--- src/rtl/pa_pkg.sv ---
package pa_pkg;
    localparam int NPKT       = 64;
    localparam int PW         = $clog2(NPKT);
    localparam int PAGE_BYTES = 2048;
    localparam int BYTES_W    = 12;
    localparam int RES_W      = 8;
    localparam int RES_MULT   = 8;
    localparam int RES_UNIT   = 256 * RES_MULT;

    typedef logic [PW-1:0] pnum_t;

    typedef enum logic [2:0] {
        OP_NOP     = 3'd0,
        OP_ALLOC   = 3'd1,
        OP_RELEASE = 3'd2,
        OP_ENQUEUE = 3'd3,
        OP_CLR_TX  = 3'd4,
        OP_CLR_RX  = 3'd5
    } op_e;

    localparam int IB_ALLOC = 0;
    localparam int IB_TX    = 1;
    localparam int IB_TXEMP = 2;
endpackage

--- src/rtl/pa_fifo.sv ---
module pa_fifo #(
    parameter int DEPTH = pa_pkg::NPKT,
    parameter int DW    = pa_pkg::PW
) (
    input  logic          clk,
    input  logic          rst,
    input  logic          flush,
    input  logic          push,
    input  logic [DW-1:0] din,
    input  logic          pop,
    output logic [DW-1:0] dout,
    output logic          empty
);
    localparam int AW = $clog2(DEPTH);
    localparam int CW = $clog2(DEPTH + 1);

    logic [DW-1:0] mem [DEPTH];
    logic [AW-1:0] wp, rp;
    logic [CW-1:0] cnt;
    logic          full, do_push, do_pop;

    assign empty   = (cnt == '0);
    assign full    = (cnt == CW'(DEPTH));
    assign do_push = push && !full && !flush;
    assign do_pop  = pop && !empty && !flush;
    assign dout    = mem[rp];

    always_ff @(posedge clk) begin
        if (rst || flush) begin
            wp  <= '0;
            rp  <= '0;
            cnt <= '0;
        end else begin
            if (do_push) wp <= AW'((int'(wp) + 1) % DEPTH);
            if (do_pop)  rp <= AW'((int'(rp) + 1) % DEPTH);
            cnt <= cnt + CW'(do_push) - CW'(do_pop);
        end
    end

    always_ff @(posedge clk) begin
        if (do_push) mem[wp] <= din;
    end

    // capacity matches the packet-number space, so a legal flow never overfills
    p_no_overflow_r9: assert property (@(posedge clk) disable iff (rst)
        push && !flush |-> !full);
    // a pop on an empty FIFO leaves it empty
    p_empty_pop_r9: assert property (@(posedge clk) disable iff (rst)
        pop && empty && !push |=> empty);
endmodule

--- src/rtl/pa_page_pool.sv ---
module pa_page_pool
    import pa_pkg::*;
#(
    parameter int N       = NPKT,
    parameter int PGB     = PAGE_BYTES,
    parameter int BW      = BYTES_W,
    parameter int RW      = RES_W,
    parameter int RUNIT   = RES_UNIT
) (
    input  logic          clk,
    input  logic          rst,
    input  logic          host_req,
    input  logic [BW-1:0] host_bytes,
    input  logic          rx_req,
    input  logic          rel_a_v,
    input  pnum_t         rel_a_pnum,
    input  logic          rel_b_v,
    input  pnum_t         rel_b_pnum,
    input  logic [RW-1:0] res_cfg,
    output logic          host_ok,
    output logic          rx_ok,
    output pnum_t         grant_pnum
);
    localparam int CW = $clog2(N + 1);

    logic [N-1:0] used, own_tx, used_nxt, own_nxt;
    logic         any_free;
    logic [CW-1:0] free_cnt, tx_held;
    logic [31:0]  res_pages, res_left;

    always_comb begin
        grant_pnum = '0;
        any_free   = 1'b0;
        for (int i = N - 1; i >= 0; i--) begin
            if (!used[i]) begin
                grant_pnum = pnum_t'(i);
                any_free   = 1'b1;
            end
        end
    end

    assign free_cnt  = CW'(N - $countones(used));
    assign tx_held   = CW'($countones(used & own_tx));
    assign res_pages = (32'(res_cfg) * 32'(RUNIT) + 32'(PGB - 1)) / 32'(PGB);
    assign res_left  = (res_pages > 32'(tx_held)) ? res_pages - 32'(tx_held) : 32'd0;

    assign host_ok = host_req && any_free && (32'(host_bytes) <= 32'(PGB));
    assign rx_ok   = rx_req && !host_req && (32'(free_cnt) > res_left);

    always_comb begin
        used_nxt = used;
        own_nxt  = own_tx;
        if (rel_a_v) used_nxt[rel_a_pnum] = 1'b0;
        if (rel_b_v) used_nxt[rel_b_pnum] = 1'b0;
        if (host_ok || rx_ok) begin
            used_nxt[grant_pnum] = 1'b1;
            own_nxt[grant_pnum]  = host_ok;
        end
    end

    always_ff @(posedge clk) begin
        if (rst) begin
            used   <= '0;
            own_tx <= '0;
        end else begin
            used   <= used_nxt;
            own_tx <= own_nxt;
        end
    end

    // a granted page is marked in use on the following cycle
    p_grant_marks_r2: assert property (@(posedge clk) disable iff (rst)
        (host_ok || rx_ok) |=> used[$past(grant_pnum)]);
    // with every page taken, nothing is granted
    p_full_refuse_r3: assert property (@(posedge clk) disable iff (rst)
        (free_cnt == '0) |-> !(host_ok || rx_ok));
endmodule

--- src/rtl/pa_irq.sv ---
module pa_irq
    import pa_pkg::*;
(
    input  logic       clk,
    input  logic       rst,
    input  logic       alloc_set,
    input  logic       txemp_set,
    input  logic       tx_level,
    input  logic [2:0] ack,
    input  logic [2:0] mask,
    output logic [2:0] pend,
    output logic       irq
);
    logic alloc_f, txemp_f;

    always_ff @(posedge clk) begin
        if (rst) begin
            alloc_f <= 1'b0;
            txemp_f <= 1'b0;
        end else begin
            alloc_f <= alloc_set | (alloc_f & ~ack[IB_ALLOC]);
            txemp_f <= txemp_set | (txemp_f & ~ack[IB_TXEMP]);
        end
    end

    assign pend = {txemp_f, tx_level, alloc_f};
    assign irq  = |(pend & mask);

    // an acknowledge without a new event clears the flag
    p_ack_clears_r10: assert property (@(posedge clk) disable iff (rst)
        ack[IB_ALLOC] && !alloc_set |=> !pend[IB_ALLOC]);
endmodule

--- src/rtl/pktbuf_page_alloc.sv ---
module pktbuf_page_alloc
    import pa_pkg::*;
(
    input  logic               clk,
    input  logic               rst,
    input  logic               cmd_valid,
    input  logic [2:0]         cmd_op,
    input  logic [BYTES_W-1:0] cmd_bytes,
    input  logic [PW-1:0]      cmd_pnum,
    input  logic [RES_W-1:0]   cfg_reserve,
    input  logic               cfg_auto_rel,
    input  logic [2:0]         int_mask,
    input  logic [2:0]         int_ack,
    output logic [PW-1:0]      alloc_pnum,
    output logic               alloc_fail,
    input  logic               rx_alloc_req,
    output logic               rx_grant_valid,
    output logic               rx_grant_ok,
    output logic [PW-1:0]      rx_grant_pnum,
    input  logic               rx_done_valid,
    input  logic [PW-1:0]      rx_done_pnum,
    input  logic               txq_pop,
    output logic               txq_valid,
    output logic [PW-1:0]      txq_pnum,
    input  logic               tx_done_valid,
    input  logic               tx_done_ok,
    input  logic [PW-1:0]      tx_done_pnum,
    input  logic               host_txc_pop,
    output logic               txc_empty,
    output logic [PW-1:0]      txc_pnum,
    input  logic               host_rx_pop,
    output logic               rxf_empty,
    output logic [PW-1:0]      rxf_pnum,
    output logic [2:0]         int_pend,
    output logic               irq
);
    localparam int FW = $clog2(NPKT + 1);

    logic  c_alloc, c_rel, c_enq, c_clrtx, c_clrrx;
    logic  host_ok, rx_ok, auto_free, txq_empty, txq_take, txemp_set;
    pnum_t grant;
    logic [FW-1:0] in_flight;

    assign c_alloc = cmd_valid && (cmd_op == OP_ALLOC);
    assign c_rel   = cmd_valid && (cmd_op == OP_RELEASE);
    assign c_enq   = cmd_valid && (cmd_op == OP_ENQUEUE);
    assign c_clrtx = cmd_valid && (cmd_op == OP_CLR_TX);
    assign c_clrrx = cmd_valid && (cmd_op == OP_CLR_RX);

    assign auto_free = tx_done_valid && tx_done_ok && cfg_auto_rel;
    assign txq_valid = !txq_empty;
    assign txq_take  = txq_pop && txq_valid && !c_clrtx;

    pa_page_pool u_pool (
        .clk(clk), .rst(rst),
        .host_req(c_alloc), .host_bytes(cmd_bytes), .rx_req(rx_alloc_req),
        .rel_a_v(c_rel), .rel_a_pnum(cmd_pnum),
        .rel_b_v(auto_free), .rel_b_pnum(tx_done_pnum),
        .res_cfg(cfg_reserve),
        .host_ok(host_ok), .rx_ok(rx_ok), .grant_pnum(grant)
    );

    pa_fifo u_txq (
        .clk(clk), .rst(rst), .flush(c_clrtx),
        .push(c_enq), .din(cmd_pnum), .pop(txq_take),
        .dout(txq_pnum), .empty(txq_empty)
    );

    pa_fifo u_txc (
        .clk(clk), .rst(rst), .flush(c_clrtx),
        .push(tx_done_valid && !auto_free), .din(tx_done_pnum), .pop(host_txc_pop),
        .dout(txc_pnum), .empty(txc_empty)
    );

    pa_fifo u_rxf (
        .clk(clk), .rst(rst), .flush(c_clrrx),
        .push(rx_done_valid), .din(rx_done_pnum), .pop(host_rx_pop),
        .dout(rxf_pnum), .empty(rxf_empty)
    );

    assign txemp_set = tx_done_valid && (in_flight == FW'(1)) && txq_empty
                       && !c_enq && !txq_take;

    pa_irq u_irq (
        .clk(clk), .rst(rst),
        .alloc_set(c_alloc), .txemp_set(txemp_set), .tx_level(!txc_empty),
        .ack(int_ack), .mask(int_mask), .pend(int_pend), .irq(irq)
    );

    always_ff @(posedge clk) begin
        if (rst) begin
            alloc_pnum     <= '0;
            alloc_fail     <= 1'b0;
            rx_grant_valid <= 1'b0;
            rx_grant_ok    <= 1'b0;
            rx_grant_pnum  <= '0;
            in_flight      <= '0;
        end else begin
            if (c_alloc) begin
                alloc_fail <= !host_ok;
                if (host_ok) alloc_pnum <= grant;
            end
            rx_grant_valid <= rx_alloc_req;
            rx_grant_ok    <= rx_ok;
            rx_grant_pnum  <= rx_ok ? grant : '0;
            if (txq_take && !(tx_done_valid && in_flight != '0))
                in_flight <= in_flight + FW'(1);
            else if (!txq_take && tx_done_valid && in_flight != '0)
                in_flight <= in_flight - FW'(1);
        end
    end

    // the drained flag only rises while the transmit queue is empty
    p_txemp_when_empty_r10: assert property (@(posedge clk) disable iff (rst)
        $rose(int_pend[IB_TXEMP]) |-> !txq_valid);
    // a successful auto-released transmit never lands in the completion FIFO
    p_autorel_skip_r8: assert property (@(posedge clk) disable iff (rst)
        auto_free && txc_empty && !c_clrtx |=> txc_empty);
endmodule

--- config.mk ---
export PLATFORM = sky130hd
export DESIGN_NAME = pktbuf_page_alloc
export DESIGN_NICKNAME = d
export VERILOG_FILES = /design/src/rtl/pa_pkg.sv /design/src/rtl/pa_fifo.sv /design/src/rtl/pa_page_pool.sv /design/src/rtl/pa_irq.sv /design/src/rtl/pktbuf_page_alloc.sv
export SDC_FILE = /design/constraint.sdc
export NUM_CORES = 2
export LEC_CHECK = 0
export ABC_CLOCK_PERIOD_IN_PS = 7800
export BUFFER_PORTS_ARGS = -buffer_cell sky130_fd_sc_hd__buf_2
export CAP_MARGIN = 30
export CORE_ASPECT_RATIO = 0.7
export CORE_UTILIZATION = 57
export DETAILED_ROUTE_END_ITERATION = 7
export GPL_TIMING_DRIVEN = 0
export PLACE_DENSITY_LB_ADDON = 0.3
export REMOVE_ABC_BUFFERS = 1
export SLEW_MARGIN = 20
export SYNTH_ARGS = -nofsm -noshare
export SYNTH_HDL_FRONTEND = slang
export SYNTH_SLANG_ARGS = --single-unit
--- constraint.sdc ---
create_clock -name clk -period 7.8 [get_ports clk]
set_input_delay 0.78 -clock clk [delete_from_list [all_inputs] [get_ports clk]]
set_output_delay 0.78 -clock clk [all_outputs]
set_load 0.02 [all_outputs]
After elaboration in Yosys (flattened, before gate mapping) --
Memories as Yosys holds them, arrays and structs flattened. A register that Yosys moved wholly into a read port is not among the register bits. Index checks and enable logic that the tools add are counted.
Operators by class: add/sub/neg operators 143, order comparisons 9, eq/ne operators 9, multiplexer cells 153, bitwise logic cells 14, reduce and logical (&&, ||, !) cells 62
Operators by type and width (number):
- adder 7 bit | 62
- 2-to-1 mux 6 bit | 70
- AND 64 bit | 3
- 2-to-1 mux 64 bit | 3
- adder 1 x 1 -> 2 bit | 64
- NOT 64 bit | 2
- 2-to-1 mux 1 bit | 73
- bitwise mux 64 bit | 1
- bitwise OR 64 bit | 1
- logical AND 1 bit | 37
- adder 6 x 1 -> 6 bit, second input constant | 6
- greater-than comparator 7 x 32 -> 1 bit | 1
- 2-to-1 mux 32 bit | 1
- subtractor 21 x 7 -> 22 bit | 1
- adder 7 x 1 -> 7 bit | 3
- == test 7 bit, second input constant | 3
- greater-than comparator 21 x 7 -> 1 bit | 1
- zero test 7 bit | 3
- less-than comparator 6 x 7 -> 1 bit, second input constant | 3
- subtractor 7 x 1 -> 7 bit | 3
- adder 19 x 11 -> 20 bit, second input constant | 1
- demux 1 bit (select 6 bit) | 3
- >= comparator 6 x 1 -> 1 bit, second input constant | 3
- zero test 1 bit | 14
- 19 further kinds | 28
Storage, ports and cells: register bits after elaboration 209, bits in writable memories 1152, input bits 58, output and inout bits 40, word-level logic and storage cells 412, memories 3
Memories:
- u_rxf.mem | depth 64, bits a word 6, rd ports 1, clocked after Yosys merged registers in 1, write ports 1, line pa_fifo.sv:17 | logic [DW-1:0] mem [DEPTH];
- u_txc.mem | depth 64, bits a word 6, rd ports 1, clocked after Yosys merged registers in 1, write ports 1, line pa_fifo.sv:17
- u_txq.mem | depth 64, bits a word 6, rd ports 1, clocked after Yosys merged registers in 1, write ports 1, line pa_fifo.sv:17

Logic depth before layout (Yosys ltp) --
depth in word-level cells 70, depth in mapped cells 36, gate-level depth less buffers 34

Cells and area by module --
Synthesis repeated with hierarchy kept, for this count alone.
Unflattened totals: cell total of the unflattened synthesis 3927, area, all modules 60971.0 sq um
Modules (own cells, without submodules):
- pa_fifo at u_txc ... | instances 2, cells each 834, area each 16125.5 sq um, sequential area each 12031.5 sq um
- pa_fifo at u_rxf | instances 1, cells each 844, area each 16168.0 sq um, sequential area each 12031.5 sq um
- pa_page_pool | instances 1, cells each 1281, area each 11349.6 sq um, sequential area each 2562.5 sq um
- pktbuf_page_alloc | instances 1, cells each 121, area each 1096.1 sq um, sequential area each 440.4 sq um
- pa_irq | instances 1, cells each 13, area each 106.4 sq um, sequential area each 40.0 sq um

Worst setup path before layout --
OpenSTA, ideal clock, no wires.
path type register to register, from register u_pool.used[62], to register u_pool.own_tx[57], library setup time 0.132 ns, arrival time 8.520 ns, required time 7.668 ns, setup slack -0.852 ns, stages on the path, launching flop included 36, buffers on the path 1, period minus slack after synthesis 8.652 ns, path through dfxtp_1 > and2_1 > ha_1 > fa_1 > inv_1 > fa_1 > inv_1 > fa_1 > inv_1 > fa_1 > inv_1 > fa_1 > inv_1 > fa_1 > inv_1 > fa_1 > ha_1 > fa_1 > a21o_1 > a21oi_1 > xor2_1 > ha_1 > and4b_1 > nand4_1 > o311a_1 > nand3_1 > ha_1 > and4_1 > nand4_1 > nand4_1 > a211o_1 > o21ba_1 > buf_2 > nor4_1 > nand2_1 > mux2i_1
On the way: word-level cells in the longest chain between the ends 68, elaborated cells between the ends (all ways) 154, classes of those cells add/sub: 14; order compare: 4; mux: 130; bitwise: 1; reduce/logical: 5
Ends and longest elaborated chain:
- start: declaration | line pa_page_pool.sv:26 | logic [N-1:0] used, own_tx, used_nxt, own_nxt;
- start signal: assignment | line pa_page_pool.sv:66 | used <= used_nxt;
- 2-to-1 mux 6 bit (63 in series) | line pa_page_pool.sv:35 | if (!used[i]) begin
- less-than comparator 6 x 7 -> 1 bit (not written as such) or >= comparator 6 x 1 -> 1 bit (tied branches) | line pa_page_pool.sv:57 | own_nxt[grant_pnum] = host_ok;
- logical AND 1 bit (not written as such) | line pa_page_pool.sv:57
- 2-to-1 mux 1 bit (not written as such) | line pa_page_pool.sv:57
- demux 1 bit (select 6 bit)
- bitwise mux 64 bit | line pa_page_pool.sv:57
- end signal: assignment | line pa_page_pool.sv:67 | own_tx <= own_nxt;
- end: declaration | line pa_page_pool.sv:26
Several ways; a longest one is shown, not always the timed one. A chain may end at the register's enable or synchronous reset.

Final worst setup path --
from register u_pool.used[9], to register u_pool.own_tx[36]
On the way: word-level cells in the longest chain between the ends 15, elaborated cells between the ends (all ways) 48, classes of those cells add/sub: 14; order compare: 4; mux: 24; bitwise: 1; reduce/logical: 5
Ends and longest elaborated chain:
- branches (longest 15 deep; another with greater-than comparator 7 x 32 -> 1 bit)
Several ways; the timed one is not identified.

==> results.txt <==
- The design draws 0.0179 W.
- The count of nets left with antenna violations once routing finished came out at 0.
* Number of endpoints with negative hold slack in the final report: 0
- Between clock sinks in the finished design, the worst skew comes to about 0.032 ns.
- Of the synthesized area, sequential elements account for 0.643.
* Type of the tightest min-delay check: in2reg
* Overall die width: 393 um
- Entering global routing, the biggest net connects 92 pins.
- For this design the ratio of total power to cell area is about 260 mW/mm2.
- Final layout net count: between 4000 and 5000
- Async SR Flop Fraction: 0
- Setup violations remaining at the end of the flow were counted as about 140.
- Wire length of the first global-routing pass: ~220000 um
- Global placement routability congestion: between 0.9 and 1
* Area delta synth->final: 14.0%
- Crit Path Category: reg2reg
- Setup repair after global routing could not meet its margin everywhere.
- Of all nets on the critical path, the largest fanout is 8.
- Violated checks: design-rule violations, negative setup slack
- Counting flops and latches in the post-synthesis netlist gives between 1000 and 1500.
* Most common cell on crit path: sky130_fd_sc_hd__fa_1
- The total area inside the core boundary comes to approximately 0.11 mm2.
* Longest Clk Path Bufs: 3
- Via total after detailed routing: 34337
* Clock root buffer master: sky130_fd_sc_hd__clkbuf_16
- Pleak: 23.1 nW
- In this run, synthesis inferred between 1000 and 1500 flip-flops with an integrated enable.
- Cell Count Post-Placement: 5066
* Post-route fraction of the period consumed by the critical path: 1.13
- The number of global-route vias before repair was 34397.
- The worst pin sits at a relative slew slack of 0.250.
* Worst path slowest cell: sky130_fd_sc_hd__fa_1
* Worst EP arrival: about 9.4 ns
- The startpoint identified for the worst register-to-register timing path is u_pool.used[9].
* Routed met1 length: roughly 62000 um
- For this run, the top clock speed supported by timing is about 0.11 GHz.
* Hold Path Depth: 3
- The tool flagged a number of max-cap violations equal to 0.
* Aggregate routed wire length: approximately 150000 um
- Count of pins over their slew limit: 0
- For this run the aggregate overflow at the end of global routing stands at 0.
- Minimum setup slack in the final design: -1.02 ns
- Crit path required time: ~8.4 ns
* Synthesized cell area: 0.0609 mm2
* Cells after Synth: roughly 3700
- Once layout is complete, the cells apart from fillers number around 5400.
* Origin of the worst setup path: u_pool.used[9]
- Flop-to-flop setup slack: -1.02 ns
- Largest stage delay on the critical path: roughly 0.55 ns
- Post-detailed-route wirelength per cell: around 27 um
- Yosys synthesis warning count: 0
* Number of cell instances on the worst register-to-register path: 34
- Highest metal layer with signal wires: met5
- Worst-Margin Slew: between 1 and 1.5 ns
- The clock tree synthesis step divided the H-tree into 4 levels.
- Antenna violations before repair: 3
- After legalization and detailed placement, the total HPWL measured slightly above 90000 um.
- Reg clk slew, reported paths: around 0.070 ns
- VDD sags by at most 0.216 mV.
- TritonCTS created 130 clock buffers.
- Total GRT Usage: 0.280
- Share of post-route cells with drive strength above 1: 0.272
- For the worst-skew pair, the clock arrives at the later sink with an insertion delay of ~0.76 ns.
- Vertical die dimension: around 280 um
* Wire length on met2: roughly 65000 um
* Starting density of the core: 0.580
- The synthesized netlist contains just over 70 unique library cells.
- The flow ran to the end, but the final reports show violations.
- DR iter-0 viols: between 4000 and 5000
* Worst setup path endpoint: u_pool.own_tx[36]
- Total of buffers placed on input and output ports: 96
* Predominant post-synthesis flop cell: sky130_fd_sc_hd__edfxtp_1
* Setup crit start kind: register
- The clock drives 1379 sinks.
- In the routed design, unresolved DRC markers number 33.
- In this run the count of I/O pins placed on the die edge is between 90 and 100.
- Number of placement rows: around 100
* CTS tree: built
- Fill count: 7032
- The routed design could run at a clock period as short as just under 9 ns.
- Length of the first detailed-routing pass in iterations: 8
* Critical path endpoint category: register
- Endpoint of the worst register-to-register path: u_pool.own_tx[36]
- A synthesized cell averages between 15 and 20 um2.
* Area of the die: around 0.11 mm2
- Routed wire length on met3: about 16000 um
- Vias per inst: ~6.4
* Number of buffers inserted by hold repair at cts: 0
-- worst max-delay path, delay by kind of cell, from the launching register on --
kind	cells	cell delay, ns
AO/OA/AOI/OAI	7	1.62
XOR/XNOR	1	0.18
adder cells (fa/ha/maj)	12	4.92
buffers and inverters	7	0.65
flip-flops	1	0.37
AND/OR/NAND/NOR	7	0.89
-- per-layer routing --
metal | GRT usage | vias to the layer above
li1 | - | 14564
met1 | 0.418 | 17552
met2 | 0.408 | 1848
met3 | 0.0754 | 371
met4 | 0.0788 | 2
met5 | 0 | -
-- timing repair --
action | CTS | global route
cloned | 4 | 0
gates resized for setup | 289 | 108
pin swaps | 93 | 51
endpoints found under the hold margin | 0 | 0
buffers inserted | 73 | 10
setup endpoints to repair | 135 | 135
-- synth_stat cells (3+ instances only) --
| cell | number | area [um2] |
|---|---|---|
| sky130_fd_sc_hd__nand3_1 | 80 | 400 |
| sky130_fd_sc_hd__o21ba_2 | 3 | 30.0 |
| sky130_fd_sc_hd__o21bai_1 | 10 | 75.1 |
| sky130_fd_sc_hd__a31oi_1 | 3 | 18.8 |
| sky130_fd_sc_hd__mux4_2 | 378 | 8510 |
| sky130_fd_sc_hd__nand4_1 | 56 | 350 |
| sky130_fd_sc_hd__nand2_1 | 107 | 402 |
| sky130_fd_sc_hd__buf_1 | 43 | 161 |
| sky130_fd_sc_hd__dfxtp_1 | 227 | 4540 |
| sky130_fd_sc_hd__buf_4 | 5 | 37.5 |
| sky130_fd_sc_hd__xor2_1 | 32 | 280 |
| sky130_fd_sc_hd__ha_1 | 154 | 1930 |
| sky130_fd_sc_hd__fa_1 | 121 | 2420 |
| sky130_fd_sc_hd__nor4_1 | 10 | 62.6 |
| sky130_fd_sc_hd__nor2b_1 | 29 | 181 |
| sky130_fd_sc_hd__nand3b_1 | 15 | 113 |
| sky130_fd_sc_hd__nor3_1 | 11 | 55.1 |
| sky130_fd_sc_hd__a311oi_1 | 3 | 26.3 |
| sky130_fd_sc_hd__nand2b_1 | 73 | 457 |
| sky130_fd_sc_hd__nor2_1 | 306 | 1150 |
| sky130_fd_sc_hd__buf_2 | 5 | 25.0 |
| sky130_fd_sc_hd__or3b_2 | 10 | 87.6 |
| sky130_fd_sc_hd__or3_1 | 18 | 113 |
| sky130_fd_sc_hd__a21oi_1 | 118 | 591 |
| sky130_fd_sc_hd__a21boi_0 | 5 | 37.5 |
| sky130_fd_sc_hd__or2_2 | 7 | 43.8 |
| sky130_fd_sc_hd__and3_1 | 8 | 50.1 |
| sky130_fd_sc_hd__and4_1 | 7 | 61.3 |
| sky130_fd_sc_hd__a211o_1 | 6 | 52.6 |
| sky130_fd_sc_hd__a211oi_1 | 8 | 60.1 |
| sky130_fd_sc_hd__mux2i_1 | 59 | 591 |
| sky130_fd_sc_hd__edfxtp_1 | 1152 | 34600 |
| sky130_fd_sc_hd__xnor2_1 | 20 | 175 |
| sky130_fd_sc_hd__inv_1 | 253 | 950 |
| sky130_fd_sc_hd__o21ai_0 | 39 | 195 |
| sky130_fd_sc_hd__o21a_1 | 6 | 45.0 |
| sky130_fd_sc_hd__and4b_1 | 3 | 30.0 |
| sky130_fd_sc_hd__o221ai_1 | 66 | 578 |
| sky130_fd_sc_hd__and2_1 | 78 | 488 |
| sky130_fd_sc_hd__a21o_1 | 7 | 52.6 |
| sky130_fd_sc_hd__clkbuf_1 | 124 | 465 |
-- registers in the layout, indices dropped and copies added, names as in the netlist, 7 cells and up, named ones only --
| signal | count |
|---|---|
| u_rxf.mem | 384 |
| u_txc.mem | 384 |
| u_txq.mem | 384 |
| u_pool.own_tx | 64 |
| u_pool.used | 64 |
| in_flight | 7 |
| u_rxf.cnt | 7 |
| u_txc.cnt | 7 |
| u_txq.cnt | 7 |
-- final cells by class --
cell class | instances | area, um2 | area share
flip-flops and latches | 1379 | 39400 | 0.567
multi-input cells | 1898 | 21300 | 0.307
clock buffers | 169 | 3510 | 0.0506
repair buffers | 208 | 1830 | 0.0263
well taps | 1414 | 1770 | 0.0255
inverters | 253 | 952 | 0.0137
clock inverters | 65 | 667 | 0.00961
diodes | 2 | 5.00 | 0.0000721
-- power breakdown --
part	switching (W)	leakage, nW	internal, W
Combinational	0.00164	8.79	0.00165
Sequential	0.000235	12.2	0.00807
Clock	0.00277	2.04	0.00354
Total	0.00464	23.1	0.0133
-- cell usage in the layout, fill, tap and decap left out, drive strengths merged, types with 7 or more instances in the layout --
| master | instances |
|---|---|
| edfxtp | 1152 |
| mux4 | 378 |
| nor2 | 306 |
| inv | 263 |
| dfxtp | 227 |
| buf | 208 |
| clkbuf | 169 |
| ha | 154 |
| fa | 121 |
| a21oi | 118 |
| nand2 | 107 |
| and2 | 80 |
| nand3 | 80 |
| nand2b | 73 |
| o221ai | 66 |
| mux2i | 59 |
| nand4 | 56 |
| clkinv | 43 |
| o21ai | 40 |
| xor2 | 32 |
| nor2b | 29 |
| xnor2 | 20 |
| or3 | 18 |
| nand3b | 15 |
| o21bai | 12 |
| nor3 | 12 |
| nor4 | 11 |
| or3b | 10 |
| bufinv | 10 |
| a211oi | 9 |
| and3 | 8 |
| a21o | 7 |
| or2 | 7 |
| and4 | 7 |
-- through the flow --
stage	utilization	setup slack (ns)	cell area, um2	setup TNS [ns]	hold WS (ns)
after CTS	0.656	-0.910	68900	-105.27	0.257
after global placement	0.595	-2.55	62500	-281.61	0.453
after floorplan	-	-1.12	60200	-106.81	0.439
after detailed placement	0.601	-2.26	63100	-268.08	0.461
final	0.661	-1.02	69400	-117.34	0.288
after global routing	0.661	-1.33	69400	-158.06	0.286
-- kinds of logic after synthesis --
family / synth area share
multiplexers: 0.150
flip-flops: 0.643
AO/OA/AOI/OAI: 0.0333
buffers and inverters: 0.0269
AND/OR/NAND/NOR: 0.0685
adder cells (fa/ha/maj): 0.0714
XOR/XNOR: 0.00748
-- how the worst min path moves through the flow --
stage / start / end / slack (ns)
after floorplan: u_pool.own_tx[12] / u_pool.own_tx[12] / 0.44
after global placement: u_pool.own_tx[44] / u_pool.own_tx[44] / 0.45
after detailed placement: u_pool.own_tx[52] / u_pool.own_tx[52] / 0.46
after CTS: int_ack[2] / u_irq.txemp_f / 0.26
after global routing: int_ack[2] / u_irq.txemp_f / 0.29
final: int_ack[0] / u_irq.alloc_f / 0.29
(Power assumes the default switching activity.)
